File: src/rtl/trim_prescaler_pkg.sv
package trim_prescaler_pkg;

  localparam int MIN_W = 6;
  localparam int MAG_W = 5;

  typedef struct packed {
    logic             speed_up;
    logic [MAG_W-1:0] mag;
  } trim_cfg_t;

  // Split the trim-related bits out of the control byte.
  function automatic trim_cfg_t decode_trim(input logic [7:0] c);
    trim_cfg_t t;
    t.speed_up = c[5];
    t.mag      = c[4:0];
    return t;
  endfunction

  // A minute is trimmed when its position lies below twice the magnitude.
  function automatic logic in_trim_window(input logic [MIN_W-1:0] m,
                                          input logic [MAG_W-1:0] mag);
    return m < {mag, 1'b0};
  endfunction

endpackage

File: src/rtl/tp_second_div.sv
module tp_second_div
  import trim_prescaler_pkg::*;
#(
  parameter int PRESCALE_LOG2 = 15,
  parameter int TRIM_LOG2     = 8
) (
  input  logic clk,
  input  logic rst_n,
  input  logic osc_en,
  input  logic stop,
  input  logic trim_now,
  input  logic trim_up,
  output logic sec_done,
  output logic tick_q
);

  localparam int CNT_W   = PRESCALE_LOG2 + 1;
  localparam int NOM_I   = 1 << PRESCALE_LOG2;
  localparam int SHORT_I = NOM_I - (1 << TRIM_LOG2);
  localparam int LONG_I  = NOM_I + (1 << (TRIM_LOG2 - 1));
  localparam logic [CNT_W-1:0] LEN_NOM   = CNT_W'(NOM_I);
  localparam logic [CNT_W-1:0] LEN_SHORT = CNT_W'(SHORT_I);
  localparam logic [CNT_W-1:0] LEN_LONG  = CNT_W'(LONG_I);

  // Length of the current second in oscillator cycles.
  function automatic logic [CNT_W-1:0] second_len(input logic trim,
                                                  input logic up);
    if (!trim)   return LEN_NOM;
    else if (up) return LEN_SHORT;
    else         return LEN_LONG;
  endfunction

  logic [CNT_W-1:0] cnt_q;
  logic [CNT_W-1:0] last_cnt;
  logic             step;

  assign last_cnt = second_len(trim_now, trim_up) - CNT_W'(1);
  assign step     = osc_en && !stop;
  assign sec_done = step && (cnt_q >= last_cnt);

  always_ff @(posedge clk or negedge rst_n) begin
    if (!rst_n) begin
      cnt_q <= '0;
    end else if (stop) begin
      cnt_q <= '0;
    end else if (step) begin
      cnt_q <= sec_done ? '0 : cnt_q + CNT_W'(1);
    end
  end

  always_ff @(posedge clk or negedge rst_n) begin
    if (!rst_n) tick_q <= 1'b0;
    else        tick_q <= sec_done;
  end

endmodule

File: src/rtl/tp_minute_seq.sv
module tp_minute_seq
  import trim_prescaler_pkg::*;
#(
  parameter int SECS_PER_MIN = 60
) (
  input  logic             clk,
  input  logic             rst_n,
  input  logic             stop,
  input  logic             sec_done,
  input  trim_cfg_t        cfg_in,
  output logic [MIN_W-1:0] min_q,
  output logic             min_done,
  output logic             trim_active,
  output logic             trim_up
);

  localparam int SEC_W = (SECS_PER_MIN > 1) ? $clog2(SECS_PER_MIN) : 1;
  localparam logic [SEC_W-1:0] SEC_LAST = SEC_W'(SECS_PER_MIN - 1);

  logic [SEC_W-1:0] sec_q;
  trim_cfg_t        cfg_q;
  logic             first_sec;

  assign min_done    = sec_done && (sec_q == SEC_LAST);
  assign first_sec   = (sec_q == '0);
  assign trim_active = first_sec && in_trim_window(min_q, cfg_q.mag);
  assign trim_up     = cfg_q.speed_up;

  // Second position inside the minute; a stop starts a fresh minute.
  always_ff @(posedge clk or negedge rst_n) begin
    if (!rst_n) begin
      sec_q <= '0;
    end else if (stop) begin
      sec_q <= '0;
    end else if (sec_done) begin
      sec_q <= (sec_q == SEC_LAST) ? '0 : sec_q + SEC_W'(1);
    end
  end

  // Minute position in the 64-minute cycle, wrapping naturally.
  always_ff @(posedge clk or negedge rst_n) begin
    if (!rst_n)        min_q <= '0;
    else if (min_done) min_q <= min_q + MIN_W'(1);
  end

  // Trim settings are sampled only at minute boundaries or while halted.
  always_ff @(posedge clk or negedge rst_n) begin
    if (!rst_n)                cfg_q <= '0;
    else if (stop || min_done) cfg_q <= cfg_in;
  end

endmodule

File: src/rtl/tp_test_pin.sv
module tp_test_pin #(
  parameter int FT_LOG2 = 5
) (
  input  logic clk,
  input  logic rst_n,
  input  logic osc_en,
  input  logic stop,
  input  logic test_en,
  input  logic level,
  output logic pin_low
);

  logic [FT_LOG2-1:0] ph_q;
  logic               wave_q;
  logic               ph_wrap;

  assign ph_wrap = osc_en && !stop && (&ph_q);

  // Free-running phase counter fed by the raw oscillator enable.
  always_ff @(posedge clk or negedge rst_n) begin
    if (!rst_n) begin
      ph_q   <= '0;
      wave_q <= 1'b0;
    end else if (osc_en && !stop) begin
      ph_q <= ph_q + FT_LOG2'(1);
      if (ph_wrap) wave_q <= !wave_q;
    end
  end

  always_ff @(posedge clk or negedge rst_n) begin
    if (!rst_n)       pin_low <= 1'b0;
    else if (test_en) pin_low <= wave_q;
    else              pin_low <= !level;
  end

endmodule

File: src/rtl/trim_prescaler.sv
module trim_prescaler
  import trim_prescaler_pkg::*;
#(
  parameter int PRESCALE_LOG2 = 15,
  parameter int TRIM_LOG2     = 8,
  parameter int SECS_PER_MIN  = 60,
  parameter int FT_LOG2       = 5
) (
  input  logic       clk,
  input  logic       rst_n,
  input  logic       osc_en,
  input  logic       stop,
  input  logic [7:0] ctrl,
  output logic       tick_1hz,
  output logic [5:0] min_idx,
  output logic       pin_low
);

  trim_cfg_t cfg_in;
  logic      sec_done;
  logic      min_done;
  logic      trim_active;
  logic      trim_up;

  assign cfg_in = decode_trim(ctrl);

  tp_second_div #(
    .PRESCALE_LOG2(PRESCALE_LOG2),
    .TRIM_LOG2    (TRIM_LOG2)
  ) div_i (
    .clk     (clk),
    .rst_n   (rst_n),
    .osc_en  (osc_en),
    .stop    (stop),
    .trim_now(trim_active),
    .trim_up (trim_up),
    .sec_done(sec_done),
    .tick_q  (tick_1hz)
  );

  tp_minute_seq #(
    .SECS_PER_MIN(SECS_PER_MIN)
  ) seq_i (
    .clk        (clk),
    .rst_n      (rst_n),
    .stop       (stop),
    .sec_done   (sec_done),
    .cfg_in     (cfg_in),
    .min_q      (min_idx),
    .min_done   (min_done),
    .trim_active(trim_active),
    .trim_up    (trim_up)
  );

  tp_test_pin #(
    .FT_LOG2(FT_LOG2)
  ) pin_i (
    .clk    (clk),
    .rst_n  (rst_n),
    .osc_en (osc_en),
    .stop   (stop),
    .test_en(ctrl[6]),
    .level  (ctrl[7]),
    .pin_low(pin_low)
  );

endmodule

File: config.mk
export PLATFORM = sky130hd
export DESIGN_NAME = trim_prescaler
export DESIGN_NICKNAME = d
export VERILOG_FILES = /design/src/rtl/trim_prescaler_pkg.sv /design/src/rtl/tp_second_div.sv /design/src/rtl/tp_minute_seq.sv /design/src/rtl/tp_test_pin.sv /design/src/rtl/trim_prescaler.sv
export SDC_FILE = /design/constraint.sdc
export NUM_CORES = 1
export LEC_CHECK = 0
export ABC_AREA = 1
export BUFFER_PORTS_ARGS = -buffer_cell sky130_fd_sc_hd__buf_2
export CAP_MARGIN = 20
export CORE_ASPECT_RATIO = 1.4
export CORE_MARGIN = 2
export CORE_UTILIZATION = 55
export CTS_BUF_LIST = sky130_fd_sc_hd__clkbuf_2
export DETAILED_ROUTE_END_ITERATION = 16
export PLACE_DENSITY = 0.83
export SYNTH_ARGS = -nofsm -noshare
export SYNTH_HDL_FRONTEND = slang
export SYNTH_SLANG_ARGS = --single-unit
File: constraint.sdc
create_clock -name clk -period 4.7 [get_ports clk]
set_input_delay 0 -clock clk [delete_from_list [all_inputs] [get_ports clk]]
set_output_delay 0 -clock clk [all_outputs]
set_load 0.03 [all_outputs]
# Yosys cells after proc, flatten, opt, wreduce, memory -nomap -nowiden
# Cells that the tools add are included.
# Widths: inputs -> output; s select.
[op_classes] muxes=9 eq_ne=1 n_reduce_logical=14 addsub=5 n_lt_le_gt_ge=2
[op_table] op="$mux 16" n=5
[op_table] op="$mux 6" n=3
[op_table] op="$add 16x1->16 const B" n=1
[op_table] op="$ge 16x16->1" n=1
[op_table] op="$sub 16x1->16 const B" n=1
[op_table] op="$add 6x1->6 const B" n=2
[op_table] op="$eq 6x6->1 const B" n=1
[op_table] op="$logic_not 6->1" n=1
[op_table] op="$lt 6x6->1" n=1
[op_table] op="$add 5x1->5 const B" n=1
[op_table] op="$logic_and 1x1->1" n=5
[op_table] op="$reduce_and 5->1" n=1
[op_table] op="$reduce_bool 2->1" n=2
[op_table] op="$logic_not 1->1" n=3
[op_table] op="$reduce_and 2->1" n=1
[op_table] op="$logic_or 1x1->1" n=1
[op_table] op="$mux 1" n=1
[totals] word_cells=40 register_bits=42 out_inout_bits=8

# Depth between registers and ports, before layout
# Gate-level depths: netlist of run 1.
[depth] ltp_word=9 mapped_depth=18

# Modules after synthesis
# Synthesis of run 1 repeated with hierarchy kept, for this count alone.
[hier_totals] cells_unflattened=360 hier_area_um2=2688.8
[modules_own_cells] mod="tp_second_div" cells_per_inst=191 n_inst=1 area_each_um2=1311.3
[modules_own_cells] mod="tp_minute_seq" cells_per_inst=130 n_inst=1 area_each_um2=1034.7
[modules_own_cells] mod="tp_test_pin" cells_per_inst=39 n_inst=1 area_each_um2=342.8

# Worst setup path after synthesis of run 1
# Ideal clock, no wire load.
[synth_path] path_kind="reg2reg" start="register seq_i.min_q[5]" end="register div_i.cnt_q[5]" setup_ps=80 t_arrival_ps=2573 setup_slack_ps=2046 path_stages_with_launch=15 path_cell_list="dfrtp_1 > ha_1 > a21oi_1 > o21a_1 > nand3_1 > nor2_1 > ha_1 > a21oi_1 > nand2_1 > nand2_1 > nand3_4 > nand2_4 > nand2_4 > buf_6 > nor3_2"
[synth_between] elab_chain_cells=9
[synth_rtl] element="start: declaration" line="tp_minute_seq.sv:11" source="output logic [MIN_W-1:0] min_q,"
[synth_rtl] element="start signal: assignment" line="tp_minute_seq.sv:43" source="else if (min_done) min_q <= min_q + MIN_W'(1);"
[synth_rtl] element="$lt 6x6->1" line="trim_prescaler_pkg.sv:22" source="return m < {mag, 1'b0};"
[synth_rtl] element="$logic_and 1x1->1" line="tp_minute_seq.sv:26" source="assign trim_active = first_sec && in_trim_window(min_q, cfg_q.mag);"
[synth_rtl] element="$mux 16" line="tp_second_div.sv:28" source="if (!trim) return LEN_NOM;"
[synth_rtl] element="$sub 16x1->16" line="tp_second_div.sv:37" source="assign last_cnt = second_len(trim_now, trim_up) - CNT_W'(1);"
[synth_rtl] element="$ge 16x16->1" line="tp_second_div.sv:39" source="assign sec_done = step && (cnt_q >= last_cnt);"
[synth_rtl] element="$logic_and 1x1->1" line="tp_second_div.sv:39"
[synth_rtl] element="$mux 16" line="tp_second_div.sv:47" source="cnt_q <= sec_done ? '0 : cnt_q + CNT_W'(1);"
[synth_rtl] element="$mux 16" line="tp_second_div.sv:46" source="end else if (step) begin"
[synth_rtl] element="$mux 16" line="tp_second_div.sv:44" source="end else if (stop) begin"
[synth_rtl] element="end signal: assignment" line="tp_second_div.sv:47"
[synth_rtl] element="end: declaration" line="tp_second_div.sv:33" source="logic [CNT_W-1:0] cnt_q;"
# Every way passes these cells. The select of a mux whose other input is x is not followed.
# A chain may end at the register's enable or synchronous reset.

# Worst setup path in the final report of run 1
[layout_path] start="register seq_i.min_q[3]" end="register div_i.cnt_q[14]"
# The elaborated chain is that of the path after synthesis.

==> results of run 1 <==
[how the worst max path moves through the flow]
| stage | endpoint | slack (ps) | cells past startpoint |
|---|---|---|---|
| after floorplan | div_i.cnt_q[5] | 2050 | 14 |
| after global placement | seq_i.cfg_q[3] | 1940 | 16 |
| after detailed placement | seq_i.cfg_q[1] | 1810 | 14 |
| after CTS | div_i.cnt_q[14] | 1410 | 14 |
| after global routing | div_i.cnt_q[14] | 1070 | 17 |
| final | div_i.cnt_q[14] | 1310 | 14 |
[layer usage]
metal | share of wire (%) | vias up
met5 | 0 | -
met4 | 2.2 | 0
met3 | 2.7 | 11
met2 | 52 | 28
met1 | 43 | 994
li1 | - | 1060
[worst register-to-register path, delay by kind of cell, from the launching register on]
| kind | cells | cell delay [ps] |
|---|---|---|
| AO/OA/AOI/OAI | 3 | 440 |
| flip-flops | 1 | 480 |
| AND/OR/NAND/NOR | 8 | 1220 |
| adder cells (fa/ha/maj) | 2 | 680 |
| buffers and inverters | 1 | 550 |
[Yosys cell counts]
| master | n | area, um^2 |
|---|---|---|
| nand2_1 | 85 | 319 |
| dfrtp_1 | 42 | 1050 |
| inv_1 | 36 | 135 |
| nor2_1 | 26 | 97.6 |
| ha_1 | 19 | 238 |
| nand3_1 | 17 | 85.1 |
| o21ai_0 | 12 | 60.1 |
| xor2_1 | 11 | 96.3 |
| nand4_1 | 8 | 50.1 |
| nor3_1 | 7 | 35.0 |
| a21oi_1 | 6 | 30.0 |
| nand3_2 | 6 | 60.1 |
| xnor2_1 | 6 | 52.6 |
| nor2_2 | 5 | 31.3 |
| a21o_1 | 2 | 15.0 |
| buf_6 | 2 | 22.5 |
| inv_2 | 2 | 7.51 |
| nand2_2 | 2 | 12.5 |
| nand2_4 | 2 | 22.5 |
| nand3_4 | 2 | 35.0 |
| o21bai_1 | 2 | 15.0 |
| and3_1 | 1 | 6.26 |
| buf_2 | 1 | 5.00 |
| buf_4 | 1 | 7.51 |
| mux2i_1 | 1 | 10.0 |
| nor3_2 | 1 | 10.0 |
| nor3_4 | 1 | 16.3 |
| o21a_1 | 1 | 7.51 |
| o21ai_1 | 1 | 5.00 |
| o22ai_1 | 1 | 6.26 |
| or2_2 | 1 | 6.26 |
[registers in the layout, indices dropped and copies added (netlist names)]
| name | count |
|---|---|
| div_i.cnt_q | 16 |
| seq_i.min_q | 6 |
| seq_i.sec_q | 6 |
| pin_i.ph_q | 5 |
| seq_i.cfg_q | 5 |
| div_i.tick_q | 1 |
| pin_i.pin_low | 1 |
| pin_i.wave_q | 1 |
| seq_i.trim_up | 1 |
[cells by family (layout without fill, tap and decap cells)]
family / count (synthesis) / after routing / synth area share, %
adder cells (fa/ha/maj): 19 / 19 / 9.32
AND/OR/NAND/NOR: 164 / 164 / 30.8
XOR/XNOR: 17 / 17 / 5.84
flip-flops: 42 / 42 / 41.2
AO/OA/AOI/OAI: 25 / 25 / 5.44
multiplexers: 1 / 1 / 0.392
buffers and inverters: 42 / 77 / 6.96
[metrics by stage]
stage	area, um^2	hold slack, ps
floorplan	2550	-296
global placement	2690	188
detailed placement	2690	186
CTS	2850	260
global route	2850	302
finish	2850	230
[power groups by stage]
stage	Sequential (uW)	Clock, uW	Combinational [uW]
floorplan	418	0	74.3
global placement	420	0	100
detailed placement	422	0	105
CTS	415	163	114
global route	420	178	135
finish	414	161	113
[area by class of cell]
cell class	count	area, um^2
inverter	38	143
fill	409	1650
clock buffer	6	30.0
tap	62	77.6
timing repair buffer	31	215
clock inverter	2	13.8
sequential	42	1050
multi-input combinational	226	1320
==> flow_summary.yaml, run 1 <==
cts:
  clk_latency_ps: 400
  post_cts_resized: 0
  clock_tree.buffer_depth: 2
  postCtsSetupBuffers: 0
  cts_max_level: 2
  clock-sinks: 42
  cts_buffers: 5
  cts_root_buffer: "clkbuf_2"
  cts.hold.buffers_added: 12
  path_clk_slew_ps: 220
  cts_tree: "done"
synthesis:
  yosys_register_bits: 42
  syn_nets: 341
  ys_warn_count: 0
  synth_area_mm2: 0.00255
  synth_area_per_cell_um2: 8.23
  synthCells: 310
  yosysUniqueCellTypes: 31
  seq_area_frac_synth_pct: 41.2
critical_path:
  critPathTopFamily: "simple AND/OR/NAND/NOR gates"
  cp_max_fo: 6
  path_class: "register to register"
  cp_slowest_cell: "dlygate4sd3_1"
  r2r_start: "seq_i.min_q[3]"
  r2r_end: "div_i.cnt_q[14]"
  path_cells: "ha_1 -> a21oi_1 -> o21a_1 -> nand3_1 -> nor2_1 -> ha_1 -> a21oi_1 -> nand2_1 -> nand2_1 -> nand2_1 -> nor2_1 -> nand4_1 -> nand2_1 -> dlygate4sd3_1"
  crit_path_start: "seq_i.min_q[3]"
  crit_path_max_incr_delay_ps: 550
  required_ps: 5060
  cp-start-kind: "register"
  path_buf_inv: 1
  r2r_cells: 14
  crit_top_cell: "nand2_1"
  reg2reg_slack_ps: 1310
  end_kind: "register"
  cp.arrival_ps: 3750
power:
  p_int_uw: 478
  power_density_mw_per_mm2: 241
  p_sw_share_pct: 30.6
  clkPwrFrac_pct: 23.4
  comb_power_share_pct: 16.4
  switching_power_uw: 211
  leakage_uw: 0.00150
  p_seq_share_pct: 60.2
  power_uw: 689
  ir_drop_mv: 0.157
grt:
  antenna_found_initial: 0
  grt_pass1_vias: 2006
  grt_use_total_pct: 22.4
  grt_max_degree: 43
  gr-total-overflow: 0
  grt_use_met3_pct: 4.31
  globalRouteMet1Util_pct: 29.3
  grt_pass1_wl_mm: 8.94
  grtUsageMet2_pct: 36.5
  grt-busiest-layer: "met2"
cells_and_area:
  area_delta_synth_final_pct: 11.8
  mostFrequentLayoutCell: "nand2_1"
  fin_util_pct: 63.4
  fin_nets: 375
  layout_common_cells: "85 x nand2_1, 42 x dfrtp_1, 36 x inv_1"
  diodes: 0
  fin_cells: 407
  drive_above_1_share_pct: 14.2
route:
  vias_per_cell: 5.14
  vias: 2093
  drcViolationCount: 0
  drtPass1Iterations: 4
  drtIter0Drc: 37
  drtAntennaViolNets: 0
  wire_per_inst_um: 12.4
  wl_mm: 5.05
place:
  dp_cells: 387
  port_buffers: 19
  dp_slack_ps: 1810
  dp_hpwl_mm: 3.64
  gp_congestion: 0.815
timing:
  rsz0062_at_grt: "false"
  slew_headroom_pct: 33.4
  worst_pin_slew_ps: 995
  setup_viol: 0
  fmax_mhz: 295
  timing.final.hold_violations: 0
  setup_slack_ps: 1310
  fin_crit_ps: 3390
  finalCritPeriodShare_pct: 72.2
  slew_violations: 0
  fin_skew_ps: 12.8
  tns_ps: 0
floorplan:
  start_util_pct: 56.7
  row_count: 29
  fp.dieW_um: 61.6
  fp.dieArea_mm2: 0.00521
  io_pins: 20
  placeableCoreArea_mm2: 0.00450
  die_y_um: 84.6
min_path:
  hold_path.class: "primary input to asynchronous set/reset pin"
flow_run:
  cap_violations: 0
run_status:
  status: "complete, no violations"
No activity file was read; power rests on OpenSTA's default activity.
==> run 2, diff against run 1 <==
PLACE_DENSITY = 0.86   (was 0.83)
clock period = 2.8 ns   (was 4.7 ns; I/O delays follow)
==> run 2 against run 1 <==
Effect of this change: the run now ends with setup timing left; sequential share of layout area decreased by 3.0 points; final cell count increased by 4.2%; register-to-register slack lost 1400 ps; combinational power is 100% higher; total power is 100% higher; routed wire length grew 31%; critical endpoint is now seq_i.min_q[5]; largest power group unchanged; first-iteration DRC count rose to 3.3 times the previous value; global-route usage increased by 2.2 points; die area is the same; non-clock buffer count increased by 15; count of clock-buffer cells in the layout fell by 1; worst hold slack lost 31 ps.
==> flow_summary.yaml, run 2 (synthesis gave the netlist of run 1 again) <==
run_status:
  status: "complete, but fails checks"
  violations: "setup timing"
critical_path:
  end_kind: "register"
  crit_end: "seq_i.min_q[5]"
  r2r_cells: 18
  path_cells: "inv_1 -> ha_4 -> nand4_1 -> o21bai_1 -> nand3_2 -> nor2_1 -> buf_4 -> ha_1 -> nand2_1 -> inv_1 -> nand2_1 -> nor2_1 -> nand2_2 -> nand3_4 -> nand3_4 -> buf_4 -> nand2_1 -> o21ai_0"
  r2r_end: "seq_i.min_q[5]"
  cp_num_cells: 18
  cp.arrival_ps: 3220
  required_ps: 3150
  cp_slowest_cell: "dfrtp_1"
  path_class: "register to register"
  crit_top_cell: "nand2_1"
  r2r_start: "seq_i.cfg_q[3]"
  critPathTopFamily: "simple AND/OR/NAND/NOR gates"
  path_buf_inv: 4
  cp-start-kind: "register"
  reg2reg_slack_ps: -60
  crit_path_start: "seq_i.cfg_q[3]"
  cp_max_fo: 6
  crit_path_max_incr_delay_ps: 440
power:
  power_density_mw_per_mm2: 444
  leakage_uw: 0.00158
  power_uw: 1380
  ir_drop_mv: 0.353
floorplan:
  start_util_pct: 56.7
  fp.dieArea_mm2: 0.00521
  io_pins: 20
  die_y_um: 84.6
  row_count: 29
  fp.dieW_um: 61.6
  placeableCoreArea_mm2: 0.00450
route:
  drtPass1Iterations: 5
  vias_per_cell: 5.59
  wl_mm: 6.63
  vias: 2371
  drtIter0Drc: 123
  drtAntennaViolNets: 0
  drcViolationCount: 0
  wire_per_inst_um: 15.6
cells_and_area:
  fin_area_mm2: 0.00311
  layout_common_cells: "85 x nand2_1, 42 x dfrtp_1, 35 x inv_1"
  largestRegisters: "div_i.cnt_q: 16 flops, seq_i.min_q: 6 flops, seq_i.sec_q: 6 flops"
  area_delta_synth_final_pct: 21.8
  fin_nets: 391
  fin_util_pct: 69.0
  fill_cells: 314
  register_area_mm2: 0.00105
  multiInputGateArea_mm2: 0.00142
  mostFrequentLayoutCell: "nand2_1"
  drive_above_1_share_pct: 20.5
  largest_register_ffs: 16
  largest_register: "div_i.cnt_q"
timing:
  timing.final.hold_violations: 0
  setup_slack_ps: -61.5
  fin_skew_ps: 22.7
  slew_headroom_pct: 38.1
  setup_viol: 11
  worst_pin_slew_ps: 928
  slew_violations: 0
  fin_crit_ps: 2860
  fmax_mhz: 349
  finalCritPeriodShare_pct: 102
cts:
  cts_root_buffer: "clkbuf_2"
  cts_buffers: 5
  cts_max_level: 2
  clk_latency_ps: 440
  clock-sinks: 42
  clock_tree.buffer_depth: 2
  cts_tree: "done"
  path_clk_slew_ps: 240
place:
  dp_hpwl_mm: 3.84
  dpl_cell_area_mm2: 0.00273
  gp_congestion: 0.891
  port_buffers: 19
grt:
  antenna_found_initial: 1
  grt_pass1_vias: 2230
  grt_pass1_wl_mm: 9.70
  grt_use_total_pct: 24.7
  gr-total-overflow: 0
  grt_max_degree: 43
min_path:
  hold_path.class: "primary input to asynchronous set/reset pin"
flow_run:
  cap_violations: 0
[run 2: layout make-up]
class | count | share of cell area [%]
multi-input combinational | 227 | 45.7
sequential | 42 | 33.8
timing repair buffer | 46 | 10.5
inverter | 38 | 4.59
tap | 62 | 2.50
clock inverter | 3 | 2.05
clock buffer | 5 | 0.805
antenna | 1 | 0.0805
[run 2: repair_timing]
action	4_1_cts	5_1_grt
hold endpoints to repair	55	0
cloned	0	1
gates resized for setup	1	13
hold buffers	11	0
endpoints found under the setup margin	9	33
pin swaps	0	3
buffers inserted	5	6
[run 2: stage by stage]
stage          hold WS, ps  setup slack (ps)  cells  TNS (ps)
2_1_floorplan         -296               146    310         0
3_3_place_gp           181              97.5    392         0
3_5_place_dp           194             -26.6    392      -110
4_1_cts                246              40.8    416         0
5_1_grt                272              -180    424     -2890
6_report               199             -61.5    424      -305
[run 2: power breakdown]
group	switching [uW]	internal, uW
registers	40.9	658
logic	127	98.5
clock network	217	237
[run 2: worst min-delay path by stage]
| stage | from | to | slack [ps] |
|---|---|---|---|
| after global routing | ctrl[6] | pin_i.pin_low | 270 |
| final | rst_n | pin_i.wave_q | 200 |
| after floorplan | rst_n | div_i.cnt_q[0] | -300 |
| after detailed placement | rst_n | div_i.tick_q | 190 |
| after CTS | rst_n | pin_i.ph_q[4] | 250 |
| after global placement | rst_n | div_i.tick_q | 180 |
[run 2: routing by layer]
layer	wire (um)	part of all wire, %	track usage (%)
met5	0	0	0
met1	2490	38	29.9
met2	3370	51	40.2
met3	360	5.4	4.62
met4	405	6.1	12.6
==> run 3, diff against run 2 <==
CORE_MARGIN = not set   (was 2)
==> run 3 against run 2 <==
Effect of this change: the run still ends with setup timing left; global-route usage rose by 1.5 points; via count is 3.5% lower; routed wire length down 6.9%; final area down 2.2%; fmax down 1.6%; register-to-register slack lost 50 ps; sequential share of layout area grew 0.77 points; worst hold slack gained 15 ps; total power shrank 12%; critical path type unchanged; critical endpoint is now seq_i.sec_q[3].
==> flow_summary.yaml, run 3 (synthesis gave the netlist of run 1 again) <==
route:
  drtPass1Iterations: 4
  route.met3.wl_um: 270
  drtAntennaViolNets: 0
  vias_per_cell: 5.53
  wirelength_met1_mm: 2.26
  drcViolationCount: 0
  wire_per_inst_um: 14.9
  wl_mm: 6.17
  routed.top_layer: "met4"
  wl_met2_mm: 3.50
  vias: 2288
  drtIter0Drc: 112
run_status:
  status: "complete, but fails checks"
  violations: "setup timing"
cts:
  cts_tree: "done"
  clk_latency_ps: 440
  cts_buffers: 5
  cts_max_level: 2
  path_clk_slew_ps: 230
  clock-sinks: 42
  cts_root_buffer: "clkbuf_2"
  clock_tree.buffer_depth: 2
critical_path:
  cp.arrival_ps: 3270
  r2r_end: "seq_i.sec_q[3]"
  path_class: "register to register"
  reg2reg_slack_ps: -110
  cp-start-kind: "register"
  end_kind: "register"
  required_ps: 3160
  r2r_start: "seq_i.min_q[3]"
  r2r_cells: 16
  cp_max_fo: 16
timing:
  rsz0062_at_grt: "true"
  worst_pin_slew_ps: 931
  setup_slack_ps: -108
  slew_headroom_pct: 37.9
  tns_ps: -110
  timing.final.hold_violations: 0
  slew_violations: 0
  holdWs_ps: 215
  fin_skew_ps: 28.8
  finalCritPeriodShare_pct: 104
  setup_viol: 2
  fmax_mhz: 344
  fin_crit_ps: 2910
grt:
  grt_use_total_pct: 26.1
  grt_pass1_wl_mm: 9.60
  grt_max_degree: 43
  antenna_found_initial: 0
  gr-total-overflow: 0
  grt_pass1_vias: 2222
power:
  p_sw_share_pct: 31.9
  power_density_mw_per_mm2: 398
  ir_drop_mv: 0.369
  comb_power_share_pct: 18.9
  p_seq_share_pct: 57.9
  p_int_uw: 823
  leakage_uw: 0.00155
  switching_power_uw: 386
  clkPwrFrac_pct: 23.3
  power_uw: 1210
cells_and_area:
  register_area_mm2: 0.00105
  diodes: 0
  multiInputGateArea_mm2: 0.00145
  largestRegisters: "div_i.cnt_q: 16 flops, seq_i.min_q: 6 flops, seq_i.sec_q: 6 flops"
  fill_cells: 324
  largest_register: "div_i.cnt_q"
  layout_common_cells: "83 x nand2_1, 42 x dfrtp_1, 34 x inv_1"
  mostFrequentLayoutCell: "nand2_1"
  fin_nets: 384
  area_delta_synth_final_pct: 19.1
  drive_above_1_share_pct: 20.9
  largest_register_ffs: 16
floorplan:
  start_util_pct: 58.7
  fp.dieW_um: 59.6
  fp.dieArea_mm2: 0.00492
  die_y_um: 82.6
  io_pins: 20
  row_count: 28
  placeableCoreArea_mm2: 0.00434
min_path:
  hold_path.class: "primary input to asynchronous set/reset pin"
place:
  port_buffers: 19
  dp_slack_ps: -82.1
  dp_hpwl_mm: 3.88
  gp_congestion: 0.862
flow_run:
  cap_violations: 0
==> run 3: worst max path at each step <==
stage | to | from | slack [ps]
floorplan | div_i.cnt_q[5] | seq_i.min_q[5] | 150
global placement | seq_i.cfg_q[4] | seq_i.min_q[5] | 60
detailed placement | seq_i.cfg_q[3] | seq_i.min_q[5] | -80
CTS | seq_i.min_q[2] | seq_i.cfg_q[4] | 20
global route | seq_i.sec_q[3] | seq_i.min_q[3] | -210
finish | seq_i.sec_q[3] | seq_i.min_q[3] | -110
==> run 3: layout make-up <==
type	count	area share (%)
clock buffer	6	0.988
clock inverter	2	0.453
inverter	38	4.70
multi-input combinational	227	47.6
sequential	42	34.6
tap	60	2.47
timing repair buffer	39	9.23
==> run 3: per-layer routing <==
layer | up-vias | track usage [%]
met5 | - | 0
met4 | 0 | 13.5
met3 | 16 | 4.83
met2 | 80 | 47.6
met1 | 1108 | 28.3
li1 | 1084 | -
==> run 3: metrics by stage <==
| step | utilization, % | instances | area, um^2 |
|---|---|---|---|
| 2_1_floorplan | - | 310 | 2550 |
| 3_3_place_gp | 62.4 | 388 | 2710 |
| 3_5_place_dp | 62.4 | 388 | 2710 |
| 4_1_cts | 66.6 | 410 | 2900 |
| 5_1_grt | 69.9 | 414 | 3040 |
| 6_report | 69.9 | 414 | 3040 |
==> run 3: power by group through the flow <==
stage / Clock [uW] / Combinational (uW) / Sequential (uW)
after floorplan: 0 / 125 / 702
after global placement: 0 / 173 / 705
after detailed placement: 0 / 181 / 708
after CTS: 287 / 197 / 698
after global routing: 304 / 263 / 704
final: 281 / 228 / 700
==> run 3: worst max-delay path, stage by stage, from the launching register on <==
cell     delay, ps
dfrtp_1        490
ha_4           280
a21oi_2        170
o21a_1         190
nand3_2        130
nor2_1         120
buf_4          160
ha_1           250
nand2_1         80
inv_1           40
nand2_1        110
inv_1           70
nand2_2         90
nand3_4        120
nand2_4        140
nand2_8        110
o21ai_0        290
==> run 3: repair_timing <==
action | CTS | global route
hold buffers | 11 | 0
pin swaps | 0 | 5
setup endpoints to repair | 15 | 35
resized for setup | 2 | 22
setup buffers | 2 | 4
hold endpoints to repair | 56 | 0
gates cloned | 1 | 0
